[src/rtl/irqc_pkg.sv]
package irqc_pkg;
  localparam int LINES = 8;
  localparam int IDX_W = $clog2(LINES);
  localparam int DW    = 8;

  typedef enum logic [1:0] {
    STEP_RUN  = 2'd0,
    STEP_BASE = 2'd1,
    STEP_SKIP = 2'd2,
    STEP_OPTS = 2'd3
  } init_step_e;

  typedef enum logic [2:0] {
    OP_ROT_OFF   = 3'd0,
    OP_EOI       = 3'd1,
    OP_IDLE      = 3'd2,
    OP_EOI_LINE  = 3'd3,
    OP_ROT_ON    = 3'd4,
    OP_EOI_ROT   = 3'd5,
    OP_SET_PRIO  = 3'd6,
    OP_LINE_ROT  = 3'd7
  } op_code_e;

  // line that holds a given rank for a given rotation offset
  function automatic logic [IDX_W-1:0] line_at(input logic [IDX_W-1:0] rank,
                                               input logic [IDX_W-1:0] off);
    return rank + off;
  endfunction

  // offset that makes the line after 'line' the highest priority
  function automatic logic [IDX_W-1:0] after(input logic [IDX_W-1:0] line);
    return line + 1'b1;
  endfunction
endpackage

[src/rtl/irqc_rank.sv]
module irqc_rank
  import irqc_pkg::*;
(
  input  logic [LINES-1:0] vec,
  input  logic [IDX_W-1:0] off,
  output logic             found,
  output logic [IDX_W-1:0] rank,
  output logic [IDX_W-1:0] line
);
  logic [LINES-1:0] rot;

  for (genvar r = 0; r < LINES; r++) begin : g_rot
    localparam logic [IDX_W-1:0] RK = IDX_W'(r);
    assign rot[r] = vec[line_at(RK, off)];
  end

  always_comb begin
    rank = '0;
    for (int r = LINES - 1; r >= 0; r--) begin
      if (rot[r]) rank = IDX_W'(r);
    end
  end

  assign found = |vec;
  assign line  = line_at(rank, off);
endmodule

[src/rtl/irqc_seq.sv]
module irqc_seq
  import irqc_pkg::*;
(
  input  logic             clk,
  input  logic             rst_n,
  input  logic             wr_en,
  input  logic             rd_en,
  input  logic             addr,
  input  logic [DW-1:0]    wdata,
  output logic [DW-1:0]    base,
  output logic             aeoi,
  output logic             rot_aeoi,
  output logic             nest,
  output logic             smm,
  output logic             rsel,
  output logic             poll,
  output logic             init_evt,
  output logic             mask_wr,
  output logic             eoi_ns,
  output logic             eoi_ns_rot,
  output logic             eoi_sp,
  output logic             eoi_sp_rot,
  output logic             prio_set,
  output logic [IDX_W-1:0] cmd_line
);
  localparam logic [DW-1:0] BASE_MASK = ~DW'(LINES - 1);

  init_step_e step;
  logic       need_opts;
  logic       wr_cmd, wr_cfg, mode_evt, op_evt, rot_wr;
  op_code_e   code;

  assign wr_cmd   = wr_en && !addr;
  assign wr_cfg   = wr_en && addr;
  assign init_evt = wr_cmd && wdata[4];
  assign mode_evt = wr_cmd && !wdata[4] && wdata[3];
  assign op_evt   = wr_cmd && !wdata[4] && !wdata[3];
  assign code     = op_code_e'(wdata[7:5]);
  assign cmd_line = wdata[IDX_W-1:0];

  assign eoi_ns     = op_evt && (code == OP_EOI || code == OP_EOI_ROT);
  assign eoi_ns_rot = op_evt && (code == OP_EOI_ROT);
  assign eoi_sp     = op_evt && (code == OP_EOI_LINE || code == OP_LINE_ROT);
  assign eoi_sp_rot = op_evt && (code == OP_LINE_ROT);
  assign prio_set   = op_evt && (code == OP_SET_PRIO);
  assign rot_wr     = op_evt && (code == OP_ROT_OFF || code == OP_ROT_ON);
  assign mask_wr    = wr_cfg && (step == STEP_RUN);

  always_ff @(posedge clk or negedge rst_n) begin
    if (!rst_n) begin
      step <= STEP_RUN; need_opts <= 1'b0; base <= '0;
      aeoi <= 1'b0; rot_aeoi <= 1'b0; nest <= 1'b0;
      smm <= 1'b0; rsel <= 1'b0; poll <= 1'b0;
    end else if (init_evt) begin
      step <= STEP_BASE; need_opts <= wdata[0]; base <= '0;
      aeoi <= 1'b0; rot_aeoi <= 1'b0; nest <= 1'b0;
      smm <= 1'b0; rsel <= 1'b0; poll <= 1'b0;
    end else begin
      if (wr_cfg) begin
        case (step)
          STEP_BASE: begin
            base <= wdata & BASE_MASK;
            step <= STEP_SKIP;
          end
          STEP_SKIP: step <= need_opts ? STEP_OPTS : STEP_RUN;
          STEP_OPTS: begin
            nest <= wdata[4];
            aeoi <= wdata[1];
            step <= STEP_RUN;
          end
          default: ;
        endcase
      end
      if (rd_en && poll) poll <= 1'b0;
      if (mode_evt) begin
        if (wdata[2]) poll <= 1'b1;
        if (wdata[1]) rsel <= wdata[0];
        if (wdata[6]) smm  <= wdata[5];
      end
      if (rot_wr) rot_aeoi <= wdata[7];
    end
  end

  a_r1_init_restart: assert property (@(posedge clk) disable iff (!rst_n)
    init_evt |=> (step == STEP_BASE && !poll && !rsel && !smm && !aeoi));
  a_r3_base_then_skip: assert property (@(posedge clk) disable iff (!rst_n)
    (step == STEP_BASE && wr_en && addr) |=> (step == STEP_SKIP));
  a_r3_opts_then_run: assert property (@(posedge clk) disable iff (!rst_n)
    (step == STEP_OPTS && wr_en && addr) |=> (step == STEP_RUN));
  a_r11_poll_one_shot: assert property (@(posedge clk) disable iff (!rst_n)
    (rd_en && poll && !wr_en) |=> !poll);
endmodule

[src/rtl/irqc_regs.sv]
module irqc_regs
  import irqc_pkg::*;
(
  input  logic             clk,
  input  logic             rst_n,
  input  logic             init_evt,
  input  logic             mask_wr,
  input  logic [DW-1:0]    wdata,
  input  logic [LINES-1:0] irq_set,
  input  logic             ack_evt,
  input  logic             poll_evt,
  input  logic [IDX_W-1:0] win_line,
  input  logic             aeoi,
  input  logic             rot_aeoi,
  input  logic             eoi_ns,
  input  logic             eoi_ns_rot,
  input  logic             top_found,
  input  logic [IDX_W-1:0] top_line,
  input  logic             eoi_sp,
  input  logic             eoi_sp_rot,
  input  logic             prio_set,
  input  logic [IDX_W-1:0] cmd_line,
  output logic [LINES-1:0] irr,
  output logic [LINES-1:0] isr,
  output logic [LINES-1:0] imr,
  output logic [IDX_W-1:0] off
);
  logic [LINES-1:0] irr_n, isr_n, imr_n;
  logic [IDX_W-1:0] off_n;

  always_comb begin
    irr_n = irr | irq_set;
    isr_n = isr;
    imr_n = mask_wr ? wdata[LINES-1:0] : imr;
    off_n = off;
    if (eoi_ns && top_found) begin
      isr_n[top_line] = 1'b0;
      if (eoi_ns_rot) off_n = after(top_line);
    end
    if (eoi_sp) begin
      isr_n[cmd_line] = 1'b0;
      if (eoi_sp_rot) off_n = after(cmd_line);
    end
    if (prio_set) off_n = after(cmd_line);
    if (ack_evt) begin
      irr_n[win_line] = 1'b0;
      if (!aeoi) isr_n[win_line] = 1'b1;
      else if (rot_aeoi) off_n = after(win_line);
    end
    if (poll_evt) begin
      irr_n[win_line] = 1'b0;
      isr_n[win_line] = 1'b0;
    end
  end

  always_ff @(posedge clk or negedge rst_n) begin
    if (!rst_n) begin
      irr <= '0; isr <= '0; imr <= '0; off <= '0;
    end else if (init_evt) begin
      irr <= '0; isr <= '0; imr <= '0; off <= '0;
    end else begin
      irr <= irr_n; isr <= isr_n; imr <= imr_n; off <= off_n;
    end
  end

  a_r1_init_clears: assert property (@(posedge clk) disable iff (!rst_n)
    init_evt |=> (irr == '0 && isr == '0 && imr == '0 && off == '0));
  a_r6_empty_eoi_idle: assert property (@(posedge clk) disable iff (!rst_n)
    (eoi_ns && isr == '0 && !ack_evt && !poll_evt) |=> (isr == '0));
  a_r11_poll_retires: assert property (@(posedge clk) disable iff (!rst_n)
    (poll_evt && !ack_evt && !init_evt) |=> !isr[$past(win_line)]);
  a_r12_ack_in_service: assert property (@(posedge clk) disable iff (!rst_n)
    (ack_evt && !aeoi && !poll_evt && !init_evt) |=> isr[$past(win_line)]);
  a_r13_auto_eoi_keeps: assert property (@(posedge clk) disable iff (!rst_n)
    (ack_evt && aeoi && !eoi_ns && !eoi_sp && !poll_evt && !init_evt) |=> $stable(isr));
endmodule

[src/rtl/irq_ctl_frontend.sv]
module irq_ctl_frontend
  import irqc_pkg::*;
(
  input  logic             clk,
  input  logic             rst_n,
  input  logic             wr_en,
  input  logic             rd_en,
  input  logic             addr,
  input  logic [DW-1:0]    wdata,
  output logic [DW-1:0]    rdata,
  input  logic [LINES-1:0] irq_set,
  input  logic             ack,
  output logic             int_req,
  output logic [DW-1:0]    ack_vec,
  output logic             nest_mode,
  output logic             spec_mask
);
  localparam logic [IDX_W-1:0] SPURIOUS = IDX_W'(LINES - 1);

  logic [DW-1:0]    base;
  logic             aeoi, rot_aeoi, rsel, poll;
  logic             init_evt, mask_wr, eoi_ns, eoi_ns_rot, eoi_sp, eoi_sp_rot, prio_set;
  logic [IDX_W-1:0] cmd_line;
  logic [LINES-1:0] irr, isr, imr, pend;
  logic [IDX_W-1:0] off;
  logic             req_found, isr_found, win_valid, ack_evt, poll_evt;
  logic [IDX_W-1:0] req_rank, req_line, isr_rank, isr_line, win_line;

  irqc_seq u_seq (
    .clk(clk), .rst_n(rst_n), .wr_en(wr_en), .rd_en(rd_en), .addr(addr), .wdata(wdata),
    .base(base), .aeoi(aeoi), .rot_aeoi(rot_aeoi), .nest(nest_mode), .smm(spec_mask),
    .rsel(rsel), .poll(poll), .init_evt(init_evt), .mask_wr(mask_wr),
    .eoi_ns(eoi_ns), .eoi_ns_rot(eoi_ns_rot), .eoi_sp(eoi_sp), .eoi_sp_rot(eoi_sp_rot),
    .prio_set(prio_set), .cmd_line(cmd_line)
  );

  assign pend = irr & ~imr;

  irqc_rank u_req_rank (
    .vec(pend), .off(off), .found(req_found), .rank(req_rank), .line(req_line)
  );

  irqc_rank u_isr_rank (
    .vec(isr), .off(off), .found(isr_found), .rank(isr_rank), .line(isr_line)
  );

  assign win_valid = req_found && (!isr_found || (req_rank < isr_rank));
  assign win_line  = req_line;
  assign ack_evt   = ack && win_valid;
  assign poll_evt  = rd_en && poll && win_valid;
  assign int_req   = win_valid;

  irqc_regs u_regs (
    .clk(clk), .rst_n(rst_n), .init_evt(init_evt), .mask_wr(mask_wr), .wdata(wdata),
    .irq_set(irq_set), .ack_evt(ack_evt), .poll_evt(poll_evt), .win_line(win_line),
    .aeoi(aeoi), .rot_aeoi(rot_aeoi), .eoi_ns(eoi_ns), .eoi_ns_rot(eoi_ns_rot),
    .top_found(isr_found), .top_line(isr_line), .eoi_sp(eoi_sp), .eoi_sp_rot(eoi_sp_rot),
    .prio_set(prio_set), .cmd_line(cmd_line),
    .irr(irr), .isr(isr), .imr(imr), .off(off)
  );

  always_comb begin
    if (poll)      rdata = DW'(win_valid ? win_line : SPURIOUS);
    else if (addr) rdata = DW'(imr);
    else           rdata = rsel ? DW'(isr) : DW'(irr);
  end

  assign ack_vec = base | DW'(win_valid ? win_line : SPURIOUS);

  a_r12_winner_unmasked: assert property (@(posedge clk) disable iff (!rst_n)
    int_req |-> (irr[win_line] && !imr[win_line]));
  a_r14_winner_outranks: assert property (@(posedge clk) disable iff (!rst_n)
    (int_req && isr_found) |-> !isr[win_line]);
endmodule

[config.mk]
export PLATFORM = sky130hd
export DESIGN_NAME = irq_ctl_frontend
export DESIGN_NICKNAME = d
export VERILOG_FILES = /design/src/rtl/irqc_pkg.sv /design/src/rtl/irqc_rank.sv /design/src/rtl/irqc_seq.sv /design/src/rtl/irqc_regs.sv /design/src/rtl/irq_ctl_frontend.sv
export SDC_FILE = /design/constraint.sdc
export NUM_CORES = 1
export LEC_CHECK = 0
export ABC_AREA = 1
export ABC_CLOCK_PERIOD_IN_PS = 4600
export BUFFER_PORTS_ARGS = -buffer_cell sky130_fd_sc_hd__buf_2
export CAP_MARGIN = 25
export CORE_ASPECT_RATIO = 0.6
export CORE_MARGIN = 4
export CORE_UTILIZATION = 60
export CTS_BUF_LIST = sky130_fd_sc_hd__clkbuf_2
export DETAILED_ROUTE_END_ITERATION = 16
export PLACE_DENSITY_LB_ADDON = 0.1
export SLEW_MARGIN = 20
export SYNTH_ARGS = -nofsm -noshare
export SYNTH_HDL_FRONTEND = slang
export SYNTH_SLANG_ARGS = --single-unit
[constraint.sdc]
create_clock -name clk -period 4.6 [get_ports clk]
set_input_delay 0.92 -clock clk [delete_from_list [all_inputs] [get_ports clk]]
set_output_delay 0.92 -clock clk [all_outputs]
set_load 0.05 [all_outputs]
==> results of run 1 <==
[worst max-delay path, stage by stage (launching register included)]
cell and delay (ns):
dfrtp_2 0.52, clkinv_8 0.09, ha_4 0.35, inv_8 0.06, nand3_1 0.12, nand2_1 0.10
nand2_2 0.06, nand2_2 0.06, nand2_1 0.06, nand2_1 0.05, nand2_1 0.07, nand2_1 0.05
nand2_1 0.05, nand2_1 0.06, inv_1 0.07, ha_2 0.17, inv_2 0.04, fa_2 0.32
xor2_1 0.15, nand3b_1 0.23, nand2_2 0.16, nand2_2 0.06, nand2_1 0.06, nand2_1 0.08
buf_6 0.16
[layout by cell type (no fill, tap or decap), types with 2 or more instances in the layout]
master,netlist,routed
a21oi_1,27,27
buf_2,1,38
buf_4,1,20
buf_6,5,4
clkbuf_2,1,5
clkinvlp_4,0,2
dfrtp_1,41,39
dfrtp_2,0,2
ha_1,13,10
ha_2,0,2
inv_1,76,70
inv_2,4,7
nand2_1,201,189
nand2_2,4,16
nand2_4,2,2
nand3_1,67,60
nand3_2,9,14
nand3_4,1,3
nand4_1,8,8
nor2_1,59,59
nor2_2,4,4
nor3_1,4,4
nor4_1,3,3
o211ai_1,3,3
o21a_1,2,2
o21ai_0,38,36
o21ai_1,9,11
o21ai_2,3,3
o21bai_1,5,5
o22ai_1,2,2
o41ai_1,5,5
or2_2,5,5
xor2_1,2,2
[per-layer routing]
layer  GRT usage, %  vias to the layer above  routed length [µm]
met3          8.376                       33                1854
met1          48.19                     2076                5812
met4          4.400                        2                 208
li1               -                     2150                   -
met5          6.061                        -                  63
met2          44.09                      315                5495
[kinds of logic after synthesis]
family	synth area share, %
AO/OA/AOI/OAI	14.94
AND/OR/NAND/NOR	41.05
buffers and inverters	11.23
multiplexers	0.2538
adder cells (fa/ha/maj)	5.140
XOR/XNOR	1.364
flip-flops	26.02
[through the flow]
stage	cells	instance area, µm²	util [%]	TNS [ns]	setup WS, ns
6_report	766	4541	72.67	0	0.06526
5_1_grt	766	4541	72.67	-0.3173	-0.1136
4_1_cts	748	4265	68.26	0	0.002478
3_5_place_dp	740	4168	66.70	0	0.1251
3_3_place_gp	740	4168	66.70	0	0.3177
2_1_floorplan	626	3949	-	-0.2274	-0.1296
[worst max path at each step]
stage	startpoint	endpoint	slack [ns]	cells past startpoint
5_1_grt	u_regs.off[0]$_DFF_PN0_	rdata[2]	-0.11	24
2_1_floorplan	u_regs.off[0]$_DFF_PN0_	rdata[1]	-0.13	22
3_3_place_gp	u_regs.off[0]$_DFF_PN0_	rdata[2]	0.32	24
4_1_cts	u_regs.off[0]$_DFF_PN0_	rdata[2]	0.002	25
3_5_place_dp	u_regs.off[0]$_DFF_PN0_	rdata[2]	0.13	24
6_report	u_regs.off[0]$_DFF_PN0_	rdata[2]	0.07	24
[sequential cells by signal, summed over array words and instances, names as in the netlist]
name,flops
u_seq.need_opts,1
u_regs.irr,8
u_seq.rsel,1
u_seq.rot_aeoi,1
u_seq.step,2
u_regs.off,3
u_seq.smm,1
u_regs.imr,8
u_seq.aeoi,1
u_seq.base,5
u_seq.poll,1
u_regs.isr,8
u_seq.nest,1
[synth_stat cells (all sizes together)]
| master | instances |
|---|---|
| a2111oi | 1 |
| a21boi | 1 |
| a21oi | 28 |
| buf | 9 |
| clkbuf | 7 |
| dfrtp | 41 |
| fa | 2 |
| ha | 13 |
| inv | 81 |
| mux2i | 1 |
| nand2 | 207 |
| nand3 | 77 |
| nand3b | 1 |
| nand4 | 8 |
| nor2 | 63 |
| nor3 | 4 |
| nor4 | 3 |
| o211ai | 3 |
| o21a | 2 |
| o21ai | 50 |
| o21bai | 5 |
| o221ai | 1 |
| o22ai | 2 |
| o311ai | 1 |
| o32ai | 1 |
| o41ai | 5 |
| or2 | 5 |
| xnor2 | 2 |
| xor2 | 2 |
[area by class of cell]
| cell class | count | area, µm² | share of cell area, % |
|---|---|---|---|
| clock buffers | 5 | 25.02 | 0.5511 |
| clock inverters | 3 | 46.29 | 1.020 |
| multi-input cells | 488 | 2575 | 56.71 |
| well taps | 84 | 105.1 | 2.315 |
| flip-flops and latches | 41 | 1028 | 22.65 |
| repair buffers | 64 | 430.4 | 9.479 |
| inverters | 81 | 330.3 | 7.275 |
[repair_timing]
| action | CTS | global route |
|---|---|---|
| endpoints found under the setup margin | 7 | 7 |
| cloned | 0 | 1 |
| resized for setup | 10 | 38 |
| pin swaps | 1 | 10 |
| setup buffers | 0 | 17 |
==> results.sh, run 1 <==
export IMPL_min_to="u_seq.base[5]$_DFFE_PN0P_"
export IMPL_ys_seq_elements=41
export IMPL_hold_class="flop to flop"
export IMPL_drv_cap=0
export IMPL_htreeDepth=2
export IMPL_fp_coreArea_um2=6248
export IMPL_synth_yosys_seq_area_share_pct=26.02
export IMPL_synth_top_area_share_pct=26.02
export IMPL_clkSinkCount=41
export IMPL_endpoint_kind="output port"
export IMPL_drive_gt1_share_pct=20.53
export IMPL_worstReg2RegStart="u_regs.off[0]$_DFF_PN0_"
export IMPL_syn_num_nets=663
export IMPL_syn_area_um2=3944
export IMPL_port_buffer_count=40
export IMPL_gp_congestion=0.9383
export IMPL_nFillCells=508
export IMPL_ff2ff_path_depth=25
export IMPL_grt_pass1_wl_mm=19.81
export IMPL_syn_inst=626
export IMPL_viasPerCell=5.974
export IMPL_critPathMaxFanout=8
export IMPL_synth_distinct_cells=45
export IMPL_row_count=22
export IMPL_detail_route_antenna_nets=0
export IMPL_gr_total_overflow=0
export IMPL_min_period_over_period_pct=98.58
export IMPL_cts_tree="yes"
export IMPL_fmax_mhz=220.5
export IMPL_fin_skew_ns=0.01498
export IMPL_cp_required_ns=3.68
export IMPL_avgSynthCellArea_um2=6.300
export IMPL_wirelength_mm=13.43
export IMPL_hold_path_startpoint="u_seq.base[5]$_DFFE_PN0P_"
export IMPL_drt_first_iter_violations=772
export IMPL_die_area_um2=7977
export IMPL_slew_violations=0
export IMPL_syn2layout_area_growth_pct=15.13
export IMPL_wl_per_cell_um=17.54
export IMPL_grt_pass1_vias=3898
export IMPL_final_nets=718
export IMPL_holdBufCountCts=0
export IMPL_drc=0
export IMPL_cts_made_buffers=5
export IMPL_cts_root_buf="clkbuf_2"
export IMPL_slew_headroom_pct=38.97
export IMPL_rsz0062_at_grt="true"
export IMPL_grt_start_max_net_pins=42
export IMPL_vias=4576
export IMPL_yosys_top_cells_area="dfrtp_1 (26%), nand2_1 (19%), nand3_1 (8.5%)"
export IMPL_finalHoldViolations=0
export IMPL_die_y_um=70.80
export IMPL_antenna_cells=0
export IMPL_min_period_ns=4.535
export IMPL_whs_ns=0.5129
export IMPL_critPathLaunchType="flop"
export IMPL_antenna_found_initial=0
export IMPL_ioPinCount=41
export IMPL_yosysWarnings=0
export IMPL_setup_violations=0
export IMPL_status="finished, final reports clean"
export IMPL_arrival_ns=3.61
export IMPL_die_width_um=112.7
export IMPL_rr_endpoint="u_regs.isr[6]$_DFF_PN0_"
export IMPL_path_clk_slew_ns=0.24
export IMPL_insertion_delay_ns=0.43
export IMPL_dr_pass1_iters=6
export IMPL_yosys_area_top_type="dfrtp_1"
export IMPL_grt_usage_pct=31.32
export IMPL_hold_depth=2
export IMPL_start_util_pct=63.12
export IMPL_dp_hpwl_mm=9.928
export IMPL_clk_path_buf_depth=2
export IMPL_path_class="flop to output port"
export IMPL_tightestPinTransition_ns=0.9154
export IMPL_r2r_slack_ns=0.92
Power of run 1 is not shown: default switching activity piles up to over one toggle a cycle in this logic, so the estimate is an artifact.
==> inputs of run 2 (changes only) <==
CELL_PAD_IN_SITES_DETAIL_PLACEMENT = 1   (was not set)
CELL_PAD_IN_SITES_GLOBAL_PLACEMENT = 2   (was not set)
CORE_UTILIZATION = 33   (was 60)
==> run 2 against run 1 <==
Effect of this change:
- first-iteration DRC count is 60% lower
- die area increased by 73%
- core utilization decreased by 32 points
- global-route usage down 7.7 points
- sequential share of layout area down 0.70 points
- highest routed layer is now met4
- sequential cell count did not move
- fmax grew 0.14%
- clock skew grew 0.012 ns
- cell count grew 10%
- critical endpoint unchanged
==> results.sh, run 2 (synthesis gave the netlist of run 1 again) <==
export IMPL_status="finished, final reports clean"
export IMPL_rsz0062_at_grt="true"
export IMPL_arrival_ns=3.61
export IMPL_endpoint_kind="output port"
export IMPL_ioPinCount=41
export IMPL_fp_coreArea_um2=11490
export IMPL_final_nets=721
export IMPL_insertion_delay_ns=0.45
export IMPL_nFillCells=1534
export IMPL_grt_pass1_wl_mm=25.04
export IMPL_drc=0
export IMPL_drive_gt1_share_pct=22.48
export IMPL_setup_violations=0
export IMPL_cts_root_buf="clkbuf_2"
export IMPL_detail_route_antenna_nets=0
export IMPL_cp_required_ns=3.68
export IMPL_path_clk_slew_ns=0.27
export IMPL_htreeDepth=2
export IMPL_cts_made_buffers=5
export IMPL_dp_hpwl_mm=12.86
export IMPL_critPathMaxFanout=5
export IMPL_min_period_ns=4.529
export IMPL_finalCoreUtilization_pct=40.75
export IMPL_clk_path_buf_depth=2
export IMPL_critPathLaunchType="flop"
export IMPL_syn2layout_area_growth_pct=18.69
export IMPL_cts_tree="yes"
export IMPL_fmax_mhz=220.8
export IMPL_grt_pass1_vias=4271
export IMPL_tightestPinTransition_ns=0.7707
export IMPL_reg_top3="u_regs.imr x8, u_regs.irr x8, u_regs.isr x8"
export IMPL_clkSinkCount=41
export IMPL_drv_cap=0
export IMPL_finalHoldViolations=0
export IMPL_start_util_pct=34.34
export IMPL_viasPerCell=5.232
export IMPL_vias=4421
export IMPL_slew_headroom_pct=48.62
export IMPL_row_count=30
export IMPL_die_area_um2=13820
export IMPL_gp_congestion=0.9486
export IMPL_setup_tns_final_ns=0
export IMPL_min_period_over_period_pct=98.45
export IMPL_wl_per_cell_um=19.10
export IMPL_whs_ns=0.3992
export IMPL_layout_common_cells="nand2_1 (181), inv_1 (70), nand3_1 (61)"
export IMPL_antenna_cells=0
export IMPL_fin_skew_ns=0.02733
export IMPL_antenna_found_initial=0
export IMPL_final_common_cell="nand2_1"
export IMPL_hold_class="input pin to async pin"
export IMPL_drt_first_iter_violations=309
export IMPL_gr_total_overflow=0
export IMPL_port_buffer_count=40
export IMPL_die_width_um=149.1
export IMPL_slew_violations=0
export IMPL_grt_start_max_net_pins=42
export IMPL_wirelength_mm=16.14
export IMPL_die_y_um=92.68
export IMPL_dr_pass1_iters=4
export IMPL_path_class="flop to output port"
export IMPL_grt_usage_pct=23.60
[run 2: cell types whose count changed in the layout (fill, tap and decap cells not counted), sizes merged]
cell    previous run  this run
inv               79        80
bufinv             1         0
buf               63        67
clkbuf             6         5
[run 2: critical path: stages, from the launching register on]
cell and delay, ns:
dfrtp_2 0.48, buf_12 0.12, inv_8 0.03, ha_4 0.29, clkinvlp_4 0.16, nand3_2 0.09, nand2_1 0.07, nand2_1 0.08
nand2_2 0.06, nand2_1 0.06, nand2_1 0.04, nand2_1 0.05, nand2_1 0.05, nand2_1 0.07, nand2_2 0.06, inv_2 0.06
ha_4 0.12, inv_2 0.04, fa_2 0.39, xor2_2 0.16, nand3b_1 0.20, nand2_2 0.12, nand2_2 0.07, nand2_2 0.07
nand2_4 0.06, buf_8 0.16
[run 2: metrics by stage]
stage / area, µm² / instances / worst slack (ns)
after detailed placement: 4285 / 819 / 0.1790
after floorplan: 3949 / 626 / -0.1296
after global routing: 4681 / 845 / -0.1491
final: 4681 / 845 / 0.07148
after CTS: 4402 / 831 / -0.06818
after global placement: 4285 / 819 / 0.2983
[run 2: cell type report]
type	count	area [µm²]	share of cell area (%)
sequential	41	1027	21.95
inverter	81	315.3	6.736
tap	160	200.2	4.277
clock inverter	3	17.52	0.3742
multi-input combinational	488	2629	56.16
clock buffer	5	25.02	0.5346
timing repair buffer	67	466.7	9.971
[run 2: what timing repair did]
item	CTS	global route
gates resized for setup	12	49
setup endpoints to repair	7	7
setup buffers	4	14
hold buffers	0	0
pin swaps	0	19
[run 2: layer usage]
| layer | track usage, % | up-vias | routed length, µm |
|---|---|---|---|
| met3 | 3.325 | 2 | 972 |
| li1 | - | 2154 | - |
| met1 | 39.84 | 2134 | 8707 |
| met5 | 0 | - | 0 |
| met2 | 31.82 | 131 | 6424 |
| met4 | 1.980 | 0 | 36 |
[run 2: path summary, 6_finish.rpt]
| kind | startpoint | endpoint | slack (ns) | cells past startpoint |
|---|---|---|---|---|
| max | u_regs.off[0]$_DFF_PN0_ | rdata[2] | 0.07 | 25 |
| min | rst_n | u_regs.off[2]$_DFF_PN0_ | 0.40 | 1 |
| max reg2reg | u_regs.off[0]$_DFF_PN0_ | u_regs.off[1]$_DFF_PN0_ | 0.63 | 26 |
| min reg2reg | u_seq.base[3]$_DFFE_PN0P_ | u_seq.base[3]$_DFFE_PN0P_ | 0.52 | 2 |
| max in group asynchronous | rst_n | u_seq.poll$_DFF_PN0_ | 3.77 | 1 |
| min in group clk | u_seq.base[3]$_DFFE_PN0P_ | u_seq.base[3]$_DFFE_PN0P_ | 0.52 | 2 |
Power of run 2 is left out for the same reason.
